<file path="config.mk">
export PLATFORM = sky130hd
export DESIGN_NAME = capt_timer
export DESIGN_NICKNAME = d
export VERILOG_FILES = /design/src/rtl/capt_pkg.sv /design/src/rtl/capt_ctrl.sv /design/src/rtl/capt_datapath.sv /design/src/rtl/capt_timer.sv
export SDC_FILE = /design/constraint.sdc
export NUM_CORES = 1
export LEC_CHECK = 0
export CAP_MARGIN = 20
export CORE_MARGIN = 3
export CORE_UTILIZATION = 48
export DETAILED_ROUTE_END_ITERATION = 10
export PLACE_DENSITY = 0.76
export SYNTH_ARGS = -nofsm -noshare
export SYNTH_HDL_FRONTEND = slang
export SYNTH_HIERARCHICAL = 1
export SYNTH_SLANG_ARGS = --single-unit
export TNS_END_PERCENT = 20
</file>
<file path="constraint.sdc">
create_clock -name clk -period 2.1 [get_ports clk]
set_input_delay 0.315 -clock clk [delete_from_list [all_inputs] [get_ports clk]]
set_output_delay 0.315 -clock clk [all_outputs]
set_load 0.01 [all_outputs]
</file>
<file path="src/rtl/capt_pkg.sv">
package capt_pkg;
  parameter int CAPT_PINS  = 4;
  parameter int CAPT_CNT_W = 16;

  typedef enum logic [1:0] {
    EDGE_RISE = 2'b00,
    EDGE_FALL = 2'b01,
    EDGE_BOTH = 2'b10,
    EDGE_OFF  = 2'b11
  } edgeMode_t;

  typedef struct packed {
    logic [CAPT_PINS-1:0] capture;
    logic [CAPT_PINS-1:0] clear;
    logic                 advance;
  } captStrobe_t;
endpackage

</file>
<file path="src/rtl/capt_ctrl.sv">
module capt_ctrl
  import capt_pkg::*;
(
  input  logic                   clk,
  input  logic                   rstN,
  input  logic                   cntRun,
  input  logic [CAPT_PINS-1:0]   captIn,
  input  logic [2*CAPT_PINS-1:0] edgeSel,
  input  logic [CAPT_PINS-1:0]   flagClr,
  output captStrobe_t            strobe
);
  localparam int SYNC_STAGES = 2;

  logic [CAPT_PINS-1:0] pinSync [SYNC_STAGES];
  logic [CAPT_PINS-1:0] pinPrev;
  logic [CAPT_PINS-1:0] hit;

  always_ff @(posedge clk or negedge rstN) begin
    if (!rstN) begin
      for (int s = 0; s < SYNC_STAGES; s++) pinSync[s] <= '0;
      pinPrev <= '0;
    end else begin
      pinSync[0] <= captIn;
      for (int s = 1; s < SYNC_STAGES; s++) pinSync[s] <= pinSync[s-1];
      pinPrev <= pinSync[SYNC_STAGES-1];
    end
  end

  for (genvar i = 0; i < CAPT_PINS; i++) begin : g_det
    logic      cur;
    logic      rise;
    logic      fall;
    edgeMode_t mode;
    assign cur  = pinSync[SYNC_STAGES-1][i];
    assign rise = cur & ~pinPrev[i];
    assign fall = ~cur & pinPrev[i];
    assign mode = edgeMode_t'(edgeSel[2*i +: 2]);
    always_comb begin
      unique case (mode)
        EDGE_RISE: hit[i] = rise;
        EDGE_FALL: hit[i] = fall;
        EDGE_BOTH: hit[i] = rise | fall;
        default:   hit[i] = 1'b0;
      endcase
    end
  end

  assign strobe.capture = hit;
  assign strobe.clear   = flagClr;
  assign strobe.advance = cntRun;
endmodule

</file>
<file path="src/rtl/capt_datapath.sv">
module capt_datapath
  import capt_pkg::*;
(
  input  logic                            clk,
  input  logic                            rstN,
  input  captStrobe_t                     strobe,
  input  logic [CAPT_PINS-1:0]            irqEn,
  output logic [CAPT_PINS*CAPT_CNT_W-1:0] captVal,
  output logic [CAPT_PINS-1:0]            flags,
  output logic [CAPT_CNT_W-1:0]           count,
  output logic                            irq
);
  localparam logic [CAPT_CNT_W-1:0] CNT_ONE = CAPT_CNT_W'(1);

  always_ff @(posedge clk or negedge rstN) begin
    if (!rstN)               count <= '0;
    else if (strobe.advance) count <= count + CNT_ONE;
  end

  for (genvar i = 0; i < CAPT_PINS; i++) begin : g_pin
    logic [CAPT_CNT_W-1:0] held;
    always_ff @(posedge clk or negedge rstN) begin
      if (!rstN) begin
        held     <= '0;
        flags[i] <= 1'b0;
      end else begin
        if (strobe.capture[i]) held <= count;
        flags[i] <= strobe.capture[i] | (flags[i] & ~strobe.clear[i]);
      end
    end
    assign captVal[i*CAPT_CNT_W +: CAPT_CNT_W] = held;
  end

  assign irq = |(flags & irqEn);
endmodule

</file>
<file path="src/rtl/capt_timer.sv">
module capt_timer
  import capt_pkg::*;
(
  input  logic                            clk,
  input  logic                            rstN,
  input  logic                            cntRun,
  input  logic [CAPT_PINS-1:0]            captIn,
  input  logic [2*CAPT_PINS-1:0]          edgeSel,
  input  logic [CAPT_PINS-1:0]            flagClr,
  input  logic [CAPT_PINS-1:0]            irqEn,
  output logic [CAPT_PINS*CAPT_CNT_W-1:0] captVal,
  output logic [CAPT_PINS-1:0]            flags,
  output logic [CAPT_CNT_W-1:0]           count,
  output logic                            irq
);
  captStrobe_t strobe;

  capt_ctrl u_ctrl (
    .clk(clk), .rstN(rstN), .cntRun(cntRun), .captIn(captIn),
    .edgeSel(edgeSel), .flagClr(flagClr), .strobe(strobe)
  );

  capt_datapath u_dp (
    .clk(clk), .rstN(rstN), .strobe(strobe), .irqEn(irqEn),
    .captVal(captVal), .flags(flags), .count(count), .irq(irq)
  );
endmodule

</file>
==> results.cfg, run 1 <==
[clock_network]
cts.hold.buffers_added = 0
clockBufferDepth = 2
cts_root_buffer = clkbuf_8
numCtsBuffers = 9
insertion_delay_ns = 0.35
cts_max_level = 3
cts_setup_buffers = 0
cts.sinks = 96
cts.clk_slew.worst_paths_ns = 0.09
cts_tree = built
cts_resized = 0

[routing]
firstDrtPassIters = 3
vias = 2374
drtIter0Drc = 35
viasPerCell = 4.96
post_drt_wl_per_cell_um = 16.3
postRouteAntennaNets = 0
drt-total-wl_um = 7820
drc_errors = 0

[placed_design]
globalplace.congestion = 0.748
io_buffers = 107
dp_hpwl_um = 5510
place_ws_ns = 0.267

[timing]
clock_skew_ns = 0.00883
worst_pin_slew_ns = 0.497
post-route-min-period_ns = 1.88
rsz0062_at_grt = false
fmax_ghz = 0.533
hold_ws_ns = 0.000795
finalCritPeriodShare = 0.894
finalHoldViolCount = 0
slew_headroom = 0.669
fin_tns_setup_ns = 0
worst_slack_ns = 0.223
drv_slew = 0
setup_viol = 0

[synthesis]
syn-num-nets = 298
syn_inst = 266
yosysSeqAreaShare = 0.616
yosysUniqueCellTypes = 28
avgSynthCellArea_sq_um = 14.7
syn_area_sq_um = 3900
yosysWarningCount = 6
synth-seq-cells = 96

[floorplan]
die_w_um = 96.1
dieArea_sq_um = 9240
core-area_sq_um = 7810
ioPinCount = 108
initial_core_util = 0.499
die_h_um = 96.1
rows = 32

[power]
peakVddDrop_v = 0.000702
p_total_w = 0.00520
leakagePower_nw = 2.44
power_density_nw_per_um2 = 987

[final_layout]
syn2layout_area_growth_pct = 35.3
drive_above_1_share = 0.268
layout_commonest_cell = clkdlybuf4s50_1
antenna_cells = 0
mostFrequentLayoutCells = clkdlybuf4s50_1, dfrtp_1, mux2_2
finalNetCount = 405

[hold_path]
hold_path.class = input pin to asynchronous set/reset pin

[global_routing]
grt_use_total = 0.184
grt_max_degree = 97
grt_pass1_vias = 2488
overflow = 0
grt_antenna_before_repair = 0
grt_first_pass_wirelength_um = 12800

[setup_path]
slowest_stage = clkdlybuf4s50_1
critPathMaxFanout = 11
crit_buf_inv = 1
crit_arrival_ns = 1.56
required_ns = 1.78
path_delay_family = buffers and inverters
crit_path_cell_trace = clkdlybuf4s50_1
critPathMaxStageDelay_ns = 0.63
worstSetupEndpointType = output pin
start_kind = register
worstSetupPathType = register to output pin

[run_status]
status = complete, no violations

[flow_run]
maxCapViolations = 0
registers in the layout, summed over array words and instances, names as in the netlist:
name              count
u_ctrl/g_det.cur      4
u_ctrl/pinSync        4
u_dp/count           16
u_dp/flags            4
u_ctrl/pinPrev        4
u_dp/g_pin.held      64
Yosys cell counts:
| library cell | instances | area [sq um] |
|---|---|---|
| a21o_1 | 4 | 30.0 |
| a22oi_1 | 2 | 15.0 |
| buf_2 | 10 | 50.1 |
| buf_4 | 5 | 37.5 |
| buf_6 | 1 | 11.3 |
| clkbuf_1 | 3 | 11.3 |
| clkbuf_2 | 1 | 5.00 |
| dfrtp_1 | 96 | 2400 |
| ha_1 | 9 | 113 |
| inv_1 | 16 | 60.1 |
| mux2_2 | 65 | 732 |
| mux2i_1 | 3 | 30.0 |
| nand2_1 | 7 | 26.3 |
| nand2b_2 | 1 | 8.76 |
| nand3_1 | 2 | 10.0 |
| nand3b_1 | 3 | 22.5 |
| nand4_1 | 5 | 31.3 |
| nand4_2 | 1 | 12.5 |
| nand4_4 | 1 | 21.3 |
| nor2_1 | 2 | 7.51 |
| nor3_1 | 4 | 20.0 |
| nor4_1 | 1 | 6.26 |
| nor4_2 | 1 | 12.5 |
| nor4_4 | 3 | 63.8 |
| o21ai_1 | 4 | 20.0 |
| o22ai_1 | 1 | 6.26 |
| xnor2_1 | 5 | 43.8 |
| xor2_1 | 10 | 87.6 |
report_power, final:
part | internal [W] | switching, W | total (W)
registers | 0.00221 | 0.000356 | 0.00256
logic | 0.000976 | 0.000595 | 0.00157
clock network | 0.000455 | 0.000616 | 0.00107
total | 0.00364 | 0.00157 | 0.00520
metrics by stage:
step | instance area, sq um | instances | util
2_1_floorplan | 3900 | 266 | -
3_3_place_gp | 5100 | 464 | 0.653
3_5_place_dp | 5100 | 464 | 0.653
4_1_cts | 5270 | 479 | 0.675
5_1_grt | 5270 | 479 | 0.675
6_report | 5270 | 479 | 0.675
layout make-up:
cell class,instances,area [sq um]
Fill cell,591,2530
Sequential cell,96,2400
Multi-Input combinational cell,134,1340
Timing Repair Buffer,116,1170
Clock buffer,10,138
Tap cell,102,128
Inverter,16,60.1
Clock inverter,5,33.8
per-layer routing:
layer | share of wire | vias up | wire, um | global-route usage
met5 | 0 | - | 0 | 0
met4 | 0.012 | 0 | 91 | 0.0652
met3 | 0.055 | 8 | 432 | 0.0516
met2 | 0.51 | 57 | 4020 | 0.305
met1 | 0.42 | 1193 | 3270 | 0.230
li1 | - | 1116 | - | -
logic make-up (layout without fill, tap and decap cells):
logic type / Yosys count / count (layout) / synth area share
DFF: 96 / 96 / 0.616
AOI/OAI and AO/OA: 11 / 11 / 0.0183
adders and majority gates: 9 / 9 / 0.0289
and+or+nand+nor: 31 / 31 / 0.0623
xor gates and xnor gates: 15 / 15 / 0.0337
buffers and inverters: 36 / 147 / 0.0449
muxes: 68 / 68 / 0.196
path summary, 6_finish.rpt:
path	start	endpoint	slack, ns	cells past startpoint
min in group clk	u_ctrl/pinSync[7]	u_ctrl/g_det[3].cur	0.35	0
worst max-delay path	u_dp/count[0]	count[0]	0.22	1
worst min register to register	u_ctrl/pinSync[7]	u_ctrl/g_det[3].cur	0.35	0
max in group asynchronous	rstN	u_dp/g_pin[3].held[15]	1.72	2
worst min-delay path	rstN	u_dp/flags[2]	0.0008	2
worst max register to register	u_ctrl/g_det[2].cur	u_dp/g_pin[2].held[6]	0.45	6
No activity file was read; power rests on OpenSTA's default activity.
==> run 2, diff against run 1 <==
--- a/config.mk
+++ b/config.mk
@@ -10,6 +10,7 @@
 export CORE_UTILIZATION = 48
 export DETAILED_ROUTE_END_ITERATION = 10
 export PLACE_DENSITY = 0.76
+export SLEW_MARGIN = 5
 export SYNTH_ARGS = -nofsm -noshare
 export SYNTH_HDL_FRONTEND = slang
 export SYNTH_HIERARCHICAL = 1
==> results of run 2 <==
The final DEF is identical to that of run 1; final timing and power are the same.
